===== src/rtl/alu8_pkg.sv =====
package alu8_pkg;

    localparam int FLAG_W = 8;
    localparam int FZ_BIT = 7;
    localparam int FN_BIT = 6;
    localparam int FH_BIT = 5;
    localparam int FC_BIT = 4;
    localparam logic [FLAG_W-1:0] FLAG_MASK = 8'hF0;

    typedef enum logic [2:0] {
        OP_ADD = 3'b000,
        OP_ADC = 3'b001,
        OP_SUB = 3'b010,
        OP_SBC = 3'b011,
        OP_AND = 3'b100,
        OP_XOR = 3'b101,
        OP_OR  = 3'b110,
        OP_CMP = 3'b111
    } alu_op_e;

    typedef enum logic [1:0] {
        UN_BIN  = 2'b00,
        UN_INC  = 2'b01,
        UN_DEC  = 2'b10,
        UN_PASS = 2'b11
    } unary_e;

    typedef struct packed {
        logic z;
        logic n;
        logic h;
        logic c;
    } flag_t;

    function automatic logic [FLAG_W-1:0] pack_flags(input flag_t f);
        return {f.z, f.n, f.h, f.c, 4'b0000};
    endfunction

endpackage


===== src/rtl/alu8_addsub.sv =====
module alu8_addsub #(
    parameter int DATA_W = 8
) (
    input  logic [DATA_W-1:0] a_i,
    input  logic [DATA_W-1:0] b_i,
    input  logic              cin_i,
    input  logic              sub_i,
    output logic [DATA_W-1:0] res_o,
    output logic              half_o,
    output logic              carry_o
);
    localparam int NIB_W = DATA_W / 2;

    logic [NIB_W:0]  lo_d;
    logic [DATA_W:0] full_d;

    always_comb begin
        if (sub_i) begin
            lo_d   = {1'b0, a_i[NIB_W-1:0]} - {1'b0, b_i[NIB_W-1:0]}
                     - {{NIB_W{1'b0}}, cin_i};
            full_d = {1'b0, a_i} - {1'b0, b_i} - {{DATA_W{1'b0}}, cin_i};
        end else begin
            lo_d   = {1'b0, a_i[NIB_W-1:0]} + {1'b0, b_i[NIB_W-1:0]}
                     + {{NIB_W{1'b0}}, cin_i};
            full_d = {1'b0, a_i} + {1'b0, b_i} + {{DATA_W{1'b0}}, cin_i};
        end
        res_o   = full_d[DATA_W-1:0];
        half_o  = lo_d[NIB_W];
        carry_o = full_d[DATA_W];
    end
endmodule


===== src/rtl/alu8_logic.sv =====
module alu8_logic #(
    parameter int DATA_W = 8
) (
    input  logic [DATA_W-1:0] a_i,
    input  logic [DATA_W-1:0] b_i,
    input  logic [1:0]        sel_i,
    output logic [DATA_W-1:0] res_o
);
    always_comb begin
        unique case (sel_i)
            2'b00:   res_o = a_i & b_i;
            2'b01:   res_o = a_i ^ b_i;
            default: res_o = a_i | b_i;
        endcase
    end
endmodule


===== src/rtl/alu8_step.sv =====
module alu8_step #(
    parameter int DATA_W = 8
) (
    input  logic [DATA_W-1:0] val_i,
    input  logic              dec_i,
    output logic [DATA_W-1:0] res_o,
    output logic              half_o
);
    localparam int NIB_W = DATA_W / 2;
    localparam logic [DATA_W-1:0] ONE = {{(DATA_W-1){1'b0}}, 1'b1};

    always_comb begin
        if (dec_i) begin
            res_o  = val_i - ONE;
            half_o = (res_o[NIB_W-1:0] == {NIB_W{1'b1}});
        end else begin
            res_o  = val_i + ONE;
            half_o = (res_o[NIB_W-1:0] == {NIB_W{1'b0}});
        end
    end
endmodule


===== src/rtl/accflag_alu.sv =====
module accflag_alu
    import alu8_pkg::*;
#(
    parameter int DATA_W = 8
) (
    input  logic              clk,
    input  logic              rst_n,
    input  logic              in_valid,
    input  logic [1:0]        unary_sel,
    input  logic [2:0]        op_sel,
    input  logic [DATA_W-1:0] acc_in,
    input  logic [DATA_W-1:0] opnd_in,
    input  logic [FLAG_W-1:0] flags_in,
    output logic              out_valid,
    output logic [DATA_W-1:0] acc_out,
    output logic [FLAG_W-1:0] flags_out
);
    typedef struct packed {
        logic              vld;
        logic [DATA_W-1:0] acc;
        logic [FLAG_W-1:0] flg;
    } state_t;

    state_t st_d, st_q;

    alu_op_e op_w;
    unary_e  un_w;
    logic    carry_in_w;
    logic    as_sub_w, as_cin_w, as_half_w, as_carry_w;
    logic    st_half_w;
    logic [DATA_W-1:0] as_res_w, lg_res_w, st_res_w;
    flag_t   f_w;

    assign op_w       = alu_op_e'(op_sel);
    assign un_w       = unary_e'(unary_sel);
    assign carry_in_w = flags_in[FC_BIT];
    assign as_sub_w   = (op_w == OP_SUB) || (op_w == OP_SBC) || (op_w == OP_CMP);
    assign as_cin_w   = ((op_w == OP_ADC) || (op_w == OP_SBC)) && carry_in_w;

    alu8_addsub #(.DATA_W(DATA_W)) addsub_i (
        .a_i    (acc_in),
        .b_i    (opnd_in),
        .cin_i  (as_cin_w),
        .sub_i  (as_sub_w),
        .res_o  (as_res_w),
        .half_o (as_half_w),
        .carry_o(as_carry_w)
    );

    alu8_logic #(.DATA_W(DATA_W)) logic_i (
        .a_i  (acc_in),
        .b_i  (opnd_in),
        .sel_i(op_sel[1:0]),
        .res_o(lg_res_w)
    );

    alu8_step #(.DATA_W(DATA_W)) step_i (
        .val_i (opnd_in),
        .dec_i (un_w == UN_DEC),
        .res_o (st_res_w),
        .half_o(st_half_w)
    );

    always_comb begin
        st_d     = st_q;
        st_d.vld = in_valid;
        f_w      = '0;
        if (in_valid) begin
            unique case (un_w)
                UN_BIN: begin
                    if (op_w inside {OP_AND, OP_XOR, OP_OR}) begin
                        st_d.acc = lg_res_w;
                        f_w.z    = (lg_res_w == '0);
                        f_w.h    = (op_w == OP_AND);
                    end else begin
                        st_d.acc = (op_w == OP_CMP) ? acc_in : as_res_w;
                        f_w.z    = (as_res_w == '0);
                        f_w.n    = as_sub_w;
                        f_w.h    = as_half_w;
                        f_w.c    = as_carry_w;
                    end
                    st_d.flg = pack_flags(f_w);
                end
                UN_INC, UN_DEC: begin
                    st_d.acc = st_res_w;
                    f_w.z    = (st_res_w == '0);
                    f_w.n    = (un_w == UN_DEC);
                    f_w.h    = st_half_w;
                    f_w.c    = carry_in_w;
                    st_d.flg = pack_flags(f_w);
                end
                default: begin
                    st_d.acc = acc_in;
                    st_d.flg = flags_in & FLAG_MASK;
                end
            endcase
        end
    end

    always_ff @(posedge clk) begin
        if (!rst_n) st_q <= '0;
        else        st_q <= st_d;
    end

    assign out_valid = st_q.vld;
    assign acc_out   = st_q.acc;
    assign flags_out = st_q.flg;


    valid_echo_chk: assert property (@(posedge clk) disable iff (!rst_n)
        in_valid |=> out_valid);


    hold_idle_chk: assert property (@(posedge clk) disable iff (!rst_n)
        !in_valid |=> (!out_valid && $stable(acc_out) && $stable(flags_out)));


    cmp_keeps_acc_chk: assert property (@(posedge clk) disable iff (!rst_n)
        (in_valid && unary_sel == 2'b00 && op_sel == 3'b111)
        |=> (acc_out == $past(acc_in) && flags_out[FN_BIT]));


    logic_clears_c_chk: assert property (@(posedge clk) disable iff (!rst_n)
        (in_valid && unary_sel == 2'b00 && op_sel[2] && op_sel != 3'b111)
        |=> (!flags_out[FC_BIT] && !flags_out[FN_BIT]));


    step_keeps_c_chk: assert property (@(posedge clk) disable iff (!rst_n)
        (in_valid && (unary_sel == 2'b01 || unary_sel == 2'b10))
        |=> (flags_out[FC_BIT] == $past(flags_in[FC_BIT])));


    pass_through_chk: assert property (@(posedge clk) disable iff (!rst_n)
        (in_valid && unary_sel == 2'b11)
        |=> (acc_out == $past(acc_in) && flags_out[7:4] == $past(flags_in[7:4])));


    low_flags_zero_chk: assert property (@(posedge clk) disable iff (!rst_n)
        out_valid |-> (flags_out[3:0] == 4'b0000));
endmodule


===== config.mk =====
export PLATFORM = sky130hd
export DESIGN_NAME = accflag_alu
export DESIGN_NICKNAME = d
export VERILOG_FILES = /design/src/rtl/alu8_pkg.sv /design/src/rtl/alu8_addsub.sv /design/src/rtl/alu8_logic.sv /design/src/rtl/alu8_step.sv /design/src/rtl/accflag_alu.sv
export SDC_FILE = /design/constraint.sdc
export NUM_CORES = 1
export LEC_CHECK = 0
export BUFFER_PORTS_ARGS = -buffer_cell sky130_fd_sc_hd__buf_4
export CORE_UTILIZATION = 60
export CTS_BUF_LIST = sky130_fd_sc_hd__clkbuf_2
export DETAILED_ROUTE_END_ITERATION = 8
export PLACE_DENSITY = 0.92
export SLEW_MARGIN = 20
export SYNTH_ARGS = -nofsm -noshare
export SYNTH_HDL_FRONTEND = slang
export SYNTH_SLANG_ARGS = --single-unit

===== constraint.sdc =====
create_clock -name clk -period 5.3 [get_ports clk]
set_input_delay 0.795 -clock clk [delete_from_list [all_inputs] [get_ports clk]]
set_output_delay 0.795 -clock clk [all_outputs]
set_load 0.05 [all_outputs]

==> summary.txt, run 1 <==
CRITICAL PATH
-----------------------------------------------------------------------------------------------
Worst reg2reg startpoint                                                           flags_out[7]
Worst path required time                                                                5.47 ns
Origin of the worst setup path                                                        op_sel[2]
Startpoint class of the critical path                                              primary input
Reg2Reg Capture Point                                                              flags_out[7]
Largest driver fanout on the critical path                                                   17
Length in cells of the worst reg-to-reg path                                                  6
Worst Setup End Kind                                                                   register
Worst setup path category                                                                in2reg
Flop-to-flop setup slack                                                                3.88 ns
Worst setup path end                                                                 acc_out[7]
Arrival time at the worst endpoint                                                      3.84 ns

FLOORPLAN
-----------------------------------------------------------------------------------------------
Starting Density                                                                          64.6%
Number of top-level pins                                                                     49
Placeable core area                                                                 0.00414 mm²
Row count                                                                                    23
Die Span Y                                                                              68.8 µm
Die W                                                                                   68.8 µm
Die ar.                                                                             0.00473 mm²

DRT
-----------------------------------------------------------------------------------------------
Antenna Violating Nets Remaining                                                              0
Average vias per placed instance                                                           6.68
Average wire per standard cell                                                          17.4 µm
Vias                                                                                      2,937
Iter 0 DRT Violations                                                                       379
Drc violations                                                                                0
First-pass iteration count of the detailed router                                             6
Post-detailed-routing wire length                                                       7.65 mm

SYNTHESIS
-----------------------------------------------------------------------------------------------
Cell taking the most area after synthesis                                          sky130_fd_sc_hd__ha_1
Part of the Yosys area used for sequential elements                                       9.73%
Most common flop cell mapped by yosys                                              sky130_fd_sc_hd__dfxtp_1
Cell area after technology mapping                                                  0.00268 mm²
Async SR Flop Fraction                                                                       0%
Adder and majority gate portion of the synthesized area                                   20.3%
Dominant cell by count in the synthesized netlist                                  sky130_fd_sc_hd__ha_1
Dominant cells by area after synthesis                                             sky130_fd_sc_hd__ha_1 17%, sky130_fd_sc_hd__dfxtp_1 9.7%, sky130_fd_sc_hd__a21oi_1 5.1%
Count of flip-flops with a built-in enable after synthesis                                    0
Flip-flop and latch count after synthesis                                                    13
Post-synthesis simple-gate area fraction                                                  18.6%
Post-synth top area share                                                                 17.3%
Total of warnings raised by yosys                                                             0
Number of distinct standard cells referenced by the synthesized netlist                      56
XOR/XNOR share of the synthesized area                                                    6.22%
Number of instances in the synthesized netlist                                              367
Mux contribution to synthesized area                                                      5.75%
Most numerous cell types in the synthesized netlist                                37 x sky130_fd_sc_hd__ha_1, 36 x sky130_fd_sc_hd__inv_1, 33 x sky130_fd_sc_hd__nand2_1, 27 x sky130_fd_sc_hd__a21oi_1, 26 x sky130_fd_sc_hd__o21ai_0
Post-synthesis compound-gate area fraction                                                29.6%
Combinational family with the most area after synthesis                            compound AO/OA/AOI/OAI gates
Mapped Avg Cell Area                                                                   7.29 µm²

GRT
-----------------------------------------------------------------------------------------------
Wire length of the first global-routing pass                                            12.1 mm
Leftover overflow at the end of global routing                                                0
Largest net degree at the start of global routing                                            32
Number of global-route vias before repair                                                 2,547
Number of antenna violations at the first check in global routing                             0
GRT Total Usage                                                                           34.0%

POWER AND IR DROP
-----------------------------------------------------------------------------------------------
Fraction of power spent switching nets                                                    48.9%
Cell Int Power                                                                           242 µW
Share of total power in sequential cells                                                  23.1%
Total power per unit cell area                                                       160 mW/mm²
Sw power                                                                                 232 µW
Peak VDD IR                                                                             75.9 µV
Part of the total power dissipated in combinational logic                                 66.5%
Portion of total power attributed to the clock network                                    10.4%
Total leakage power                                                                  0.00131 µW

TIMING
-----------------------------------------------------------------------------------------------
Endpoints failing setup                                                                       0
Worst setup slack after layout                                                          1.63 ns
Number of slew-limit violations in the final report                                           0
Transition at the pin with the smallest max-transition slack                           0.759 ns
Worst-case clock skew                                                                      0 ns
Worst slew slack as a fraction of its limit                                               49.4%
Time the worst path needs with I/O delays and setup                                     3.67 ns
Hold Vio Cnt, Final                                                                           0
Setup repair after global routing missed its margin                                          no
Highest clock frequency the design can meet                                             273 MHz
Final critical-path share of the clock period                                             69.2%
Setup tns final                                                                            0 ns

CLOCK TREE
-----------------------------------------------------------------------------------------------
Root cell of the clock tree                                                        sky130_fd_sc_hd__clkbuf_2
Clock tree from TritonCTS                                                                   yes
Post-cts gate resize count                                                                    0
Count of buffers added by post-CTS timing repair for setup                                    0
Number of buffers inserted by hold repair at cts                                              0
Clock sinks                                                                                  13
Clock Path Buffers                                                                            2
Total CTS buffers                                                                             3
Clock latency of the later-clocked register in the worst-skew pair                      0.27 ns
Maximum level of the CTS H-tree                                                               1
Clock input transition at the sequential cells of the worst setup and hold paths        0.12 ns

OUTCOME
-----------------------------------------------------------------------------------------------
Outcome                                                                               completed

HOLD PATH
-----------------------------------------------------------------------------------------------
Type of the tightest min-delay check                                                    reg2reg
Startpoint of the lowest-slack hold path                                             acc_out[3]

PLACEMENT
-----------------------------------------------------------------------------------------------
Number of port buffers                                                                       40
Placer congestion estimate                                                                0.964
Estimated wirelength of the detail-placed design                                        5.99 mm
Worst Setup Slack post-DPL                                                              1.42 ns

FINAL LAYOUT
-----------------------------------------------------------------------------------------------
Number of diodes                                                                              0
Final net count                                                                             464
Syn-to-layout area delta                                                                  10.6%
Share of final-layout standard cells stronger than drive strength 1                       15.9%

JOB
-----------------------------------------------------------------------------------------------
Reported max-cap violation count                                                              0

-- sequential cells by signal, summed over array words and instances (netlist names) --
| name | count |
|---|---|
| out_valid | 1 |
| flags_out | 4 |
| acc_out | 8 |
-- how the worst min path moves through the flow --
stage          slack, ns  cells past startpoint    endpoint
4_1_cts             0.48                      2  acc_out[3]
5_1_grt             0.52                      2  acc_out[3]
3_3_place_gp        0.46                      2  acc_out[3]
3_5_place_dp        0.46                      2  acc_out[2]
2_1_floorplan       0.67                      2  acc_out[2]
6_report            0.48                      2  acc_out[3]
-- stage by stage --
step	cells	cell area, µm²	hold slack [ns]	total power, µW	util, %
2_1_floorplan	370	2690	0.670	336	-
6_report	440	2960	0.480	473	71.4
5_1_grt	440	2960	0.518	509	71.4
3_3_place_gp	436	2940	0.457	408	70.9
3_5_place_dp	436	2940	0.462	418	70.9
4_1_cts	440	2960	0.485	466	71.4
-- layer usage --
layer,GRT usage (%),vias up,wire length [µm]
met5,0,-,0
met4,7.91,0,215
met3,3.78,31,777
met2,56.1,197,3490
met1,47.0,1337,3160
li1,-,1372,-
-- layout by cell type, fill, tap and decap left out, types with 3 or more instances in the layout --
| cell type | instances |
|---|---|
| sky130_fd_sc_hd__a211oi_1 | 9 |
| sky130_fd_sc_hd__a21oi_1 | 27 |
| sky130_fd_sc_hd__a221o_1 | 5 |
| sky130_fd_sc_hd__a221oi_1 | 4 |
| sky130_fd_sc_hd__a311oi_1 | 4 |
| sky130_fd_sc_hd__a31oi_1 | 9 |
| sky130_fd_sc_hd__buf_4 | 40 |
| sky130_fd_sc_hd__clkbuf_2 | 3 |
| sky130_fd_sc_hd__conb_1 | 4 |
| sky130_fd_sc_hd__dfxtp_1 | 13 |
| sky130_fd_sc_hd__fa_1 | 4 |
| sky130_fd_sc_hd__ha_1 | 37 |
| sky130_fd_sc_hd__inv_1 | 36 |
| sky130_fd_sc_hd__mux2_2 | 3 |
| sky130_fd_sc_hd__mux2i_1 | 3 |
| sky130_fd_sc_hd__mux4_2 | 4 |
| sky130_fd_sc_hd__nand2_1 | 33 |
| sky130_fd_sc_hd__nand2b_1 | 3 |
| sky130_fd_sc_hd__nand3_1 | 6 |
| sky130_fd_sc_hd__nand4_1 | 4 |
| sky130_fd_sc_hd__nor2_1 | 22 |
| sky130_fd_sc_hd__nor2b_1 | 6 |
| sky130_fd_sc_hd__nor3_1 | 11 |
| sky130_fd_sc_hd__nor4_1 | 3 |
| sky130_fd_sc_hd__o211ai_1 | 6 |
| sky130_fd_sc_hd__o21a_1 | 4 |
| sky130_fd_sc_hd__o21ai_0 | 26 |
| sky130_fd_sc_hd__o22ai_1 | 4 |
| sky130_fd_sc_hd__o31ai_1 | 3 |
| sky130_fd_sc_hd__xnor2_1 | 14 |
| sky130_fd_sc_hd__xor2_1 | 5 |
-- critical path: stages --
cell and delay [ns]:
sky130_fd_sc_hd__buf_4 0.21, sky130_fd_sc_hd__clkinv_1 0.32, sky130_fd_sc_hd__nand3_1 0.23, sky130_fd_sc_hd__inv_1 0.07
sky130_fd_sc_hd__fa_1 0.55, sky130_fd_sc_hd__inv_1 0.08, sky130_fd_sc_hd__ha_1 0.17, sky130_fd_sc_hd__o21ai_0 0.31
sky130_fd_sc_hd__nand2_1 0.14, sky130_fd_sc_hd__a31oi_1 0.18, sky130_fd_sc_hd__nand2_1 0.10, sky130_fd_sc_hd__xor2_1 0.15
sky130_fd_sc_hd__a22o_1 0.23, sky130_fd_sc_hd__a221o_1 0.30
-- cell families after synthesis --
group	count (synthesis)
AO/OA/AOI/OAI	119
adder cells (fa/ha/maj)	41
buffers and inverters	63
AND/OR/NAND/NOR	101
flip-flops	13
other	1
XOR/XNOR	19
multiplexers	10
-- power by group through the flow --
stage          clock, µW  combinational (µW)  sequential [µW]
5_1_grt             54.3                 344              111
3_5_place_dp           0                 306              112
6_report            49.4                 315              109
3_3_place_gp           0                 297              111
4_1_cts             49.1                 307              109
2_1_floorplan          0                 198              138
-- area by class of cell --
type | instances | area (µm²)
sequential | 13 | 260
multi-input combinational | 294 | 2170
fill | 352 | 1190
timing repair buffer | 40 | 300
inverter | 39 | 146
clock buffer | 3 | 15.0
clock inverter | 1 | 5.00
tap | 50 | 62.6
Note: power is estimated with default switching activity, not from simulation.
==> inputs of run 2 (changes only) <==
- ABC_AREA: not set -> 1
- CORE_UTILIZATION: 60 -> 59
- PLACE_DENSITY: 0.92 -> 0.91
- clock period: 5.3 -> 3.38 ns (I/O delays scaled with it)
==> summary.txt, run 2 <==
GRT
-----------------------------------------------------------------------------------------------
Number of antenna violations at the first check in global routing                             0
Largest net degree at the start of global routing                                            20
Wire length of the first global-routing pass                                            11.8 mm
Leftover overflow at the end of global routing                                                0
GRT Total Usage                                                                           33.4%
Number of global-route vias before repair                                                 2,570

CRITICAL PATH
-----------------------------------------------------------------------------------------------
Worst path required time                                                                3.60 ns
Largest driver fanout on the critical path                                                    6
Worst Setup End Kind                                                                   register
Startpoint class of the critical path                                              primary input
Arrival time at the worst endpoint                                                      3.09 ns
Cells along the critical path                                                      buf_4 > inv_1 > nor3_1 > inv_1 > fa_1 > fa_1 > nand3_1 > nand2_1 > nand2_1 > nand3_1 > nand2_1 > nand2_1 > nor2_1 > nand3_1 > nand2_1 > nand2_1 > nand2_1 > nand2_1 > a21oi_2
Flop-to-flop setup slack                                                                2.65 ns
Cell repeated most along the worst path                                            sky130_fd_sc_hd__nand2_1
Worst setup path category                                                                in2reg
Delay contributed by the slowest stage of the critical path                             0.46 ns
Max stage delay cell, worst path                                                   sky130_fd_sc_hd__fa_1

PLACEMENT
-----------------------------------------------------------------------------------------------
Worst Setup Slack post-DPL                                                             0.237 ns
Placer congestion estimate                                                                0.921
Number of port buffers                                                                       40
Estimated wirelength of the detail-placed design                                        6.10 mm
Placed instance area                                                                0.00290 mm²

FINAL LAYOUT
-----------------------------------------------------------------------------------------------
Number of diodes                                                                              0
Final net count                                                                             552
Syn-to-layout area delta                                                                  11.9%
Flip-flop count of the largest register, all copies and words added                           8
Share of final-layout standard cells stronger than drive strength 1                       11.1%
Area of the multi-input gates                                                       0.00201 mm²
Finished Core Util                                                                        71.0%
Most frequent cells in the layout                                                  139 x sky130_fd_sc_hd__nand2_1, 68 x sky130_fd_sc_hd__inv_1, 50 x sky130_fd_sc_hd__nand3_1, 40 x sky130_fd_sc_hd__buf_4, 37 x sky130_fd_sc_hd__ha_1
Sequential Area                                                                         260 µm²
Post-route cell area                                                                0.00292 mm²
Commonest non-fill, non-tap cell in the layout                                     sky130_fd_sc_hd__nand2_1
Fill count                                                                                  398

SYNTHESIS
-----------------------------------------------------------------------------------------------
Post-synth top area share                                                                 20.0%
Total of warnings raised by yosys                                                             0
Flip-flop and latch count after synthesis                                                    13
Number of instances in the synthesized netlist                                              444
Cell area after technology mapping                                                  0.00261 mm²
Dominant cells by area after synthesis                                             sky130_fd_sc_hd__nand2_1 20%, sky130_fd_sc_hd__ha_1 18%, sky130_fd_sc_hd__dfxtp_1 10%
Cell taking the most area after synthesis                                          sky130_fd_sc_hd__nand2_1
Mapped Avg Cell Area                                                                   5.88 µm²
Count of flip-flops with a built-in enable after synthesis                                    0
Dominant cell by count in the synthesized netlist                                  sky130_fd_sc_hd__nand2_1
Most numerous cell types in the synthesized netlist                                139 x sky130_fd_sc_hd__nand2_1, 68 x sky130_fd_sc_hd__inv_1, 50 x sky130_fd_sc_hd__nand3_1, 37 x sky130_fd_sc_hd__ha_1
Async SR Flop Fraction                                                                       0%
Most common flop cell mapped by yosys                                              sky130_fd_sc_hd__dfxtp_1
Number of distinct standard cells referenced by the synthesized netlist                      36
Part of the Yosys area used for sequential elements                                       9.97%

TIMING
-----------------------------------------------------------------------------------------------
Time the worst path needs with I/O delays and setup                                     2.86 ns
Setup repair after global routing missed its margin                                          no
Final critical-path share of the clock period                                             84.7%
Hold Vio Cnt, Final                                                                           0
Worst-case clock skew                                                                      0 ns
Setup tns final                                                                            0 ns
Transition at the pin with the smallest max-transition slack                           0.624 ns
Tightest hold margin                                                                   0.420 ns
Worst slew slack as a fraction of its limit                                               58.4%
Endpoints failing setup                                                                       0
Highest clock frequency the design can meet                                             349 MHz
Number of slew-limit violations in the final report                                           0
Worst setup slack after layout                                                         0.518 ns

FLOORPLAN
-----------------------------------------------------------------------------------------------
Die W                                                                                   68.5 µm
Number of top-level pins                                                                     49
Placeable core area                                                                 0.00412 mm²
Row count                                                                                    23
Die ar.                                                                             0.00470 mm²
Die Span Y                                                                              68.5 µm
Starting Density                                                                          63.5%

DRT
-----------------------------------------------------------------------------------------------
Vias                                                                                      3,012
Average wire per standard cell                                                          14.1 µm
Iter 0 DRT Violations                                                                       312
Antenna Violating Nets Remaining                                                              0
Post-detailed-routing wire length                                                       7.42 mm
Average vias per placed instance                                                           5.70
First-pass iteration count of the detailed router                                             6
Drc violations                                                                                0

CLOCK TREE
-----------------------------------------------------------------------------------------------
Post-cts gate resize count                                                                    0
Number of buffers inserted by hold repair at cts                                              0
Total CTS buffers                                                                             3
Clock latency of the later-clocked register in the worst-skew pair                      0.27 ns
Root cell of the clock tree                                                        sky130_fd_sc_hd__clkbuf_2
Maximum level of the CTS H-tree                                                               1
Clock sinks                                                                                  13
Clock input transition at the sequential cells of the worst setup and hold paths        0.14 ns
Clock tree from TritonCTS                                                                   yes
Clock Path Buffers                                                                            2
Count of buffers added by post-CTS timing repair for setup                                    0

OUTCOME
-----------------------------------------------------------------------------------------------
Outcome                                                                               completed

POWER AND IR DROP
-----------------------------------------------------------------------------------------------
Total power per unit cell area                                                       250 mW/mm²
Peak VDD IR                                                                              231 µV
Total leakage power                                                                  0.00162 µW

HOLD PATH
-----------------------------------------------------------------------------------------------
Type of the tightest min-delay check                                                     in2reg

JOB
-----------------------------------------------------------------------------------------------
Reported max-cap violation count                                                              0

run 2: stage by stage:
stage	std cells	power [µW]
after floorplan	447	514
after global placement	524	630
after detailed placement	524	640
after CTS	528	723
after global routing	528	796
final	528	731
run 2: per-layer routing:
metal / routed length, µm / share of wire [%] / vias to the layer above / track usage (%)
met3: 601 / 8.1 / 8 / 3.95
met2: 3400 / 46 / 140 / 56.1
met5: 0 / 0 / - / 0
met4: 55 / 0.74 / 0 / 2.60
li1: - / - / 1495 / -
met1: 3360 / 45 / 1369 / 47.2
run 2: cells by family (layout without fill, tap and decap cells):
family	count (synthesis)	after routing	share of synthesized area, %
buffers and inverters	85	116	13.6
flip-flops	13	13	9.97
adder cells (fa/ha/maj)	41	41	20.8
AND/OR/NAND/NOR	230	230	36.5
other	1	4	0.144
AO/OA/AOI/OAI	65	65	16.0
XOR/XNOR	9	9	3.02
run 2: final timing paths:
path	from	to	cells past startpoint
worst max register to register	acc_out[7]	acc_out[7]	3
worst min-delay path	rst_n	out_valid	3
worst max-delay path	op_sel[0]	flags_out[7]	19
worst min register to register	flags_out[5]	flags_out[5]	2
run 2: worst max-delay path, delay by kind of cell:
| kind | cells | cell delay [ns] |
|---|---|---|
| AND/OR/NAND/NOR | 13 | 1.29 |
| adder cells (fa/ha/maj) | 2 | 0.89 |
| buffers and inverters | 3 | 0.30 |
| AO/OA/AOI/OAI | 1 | 0.10 |
run 2: layout make-up:
| type | instances | area share, % |
|---|---|---|
| Tap cell | 50 | 2.14 |
| Multi-Input combinational cell | 349 | 68.7 |
| Timing Repair Buffer | 40 | 10.3 |
| Sequential cell | 13 | 8.91 |
| Clock buffer | 4 | 0.685 |
| Inverter | 72 | 9.25 |
run 2: report_power, final:
| part | switching, µW | internal, µW |
|---|---|---|
| registers | 5.34 | 164 |
| clock network | 54.3 | 31.4 |
| logic | 312 | 164 |
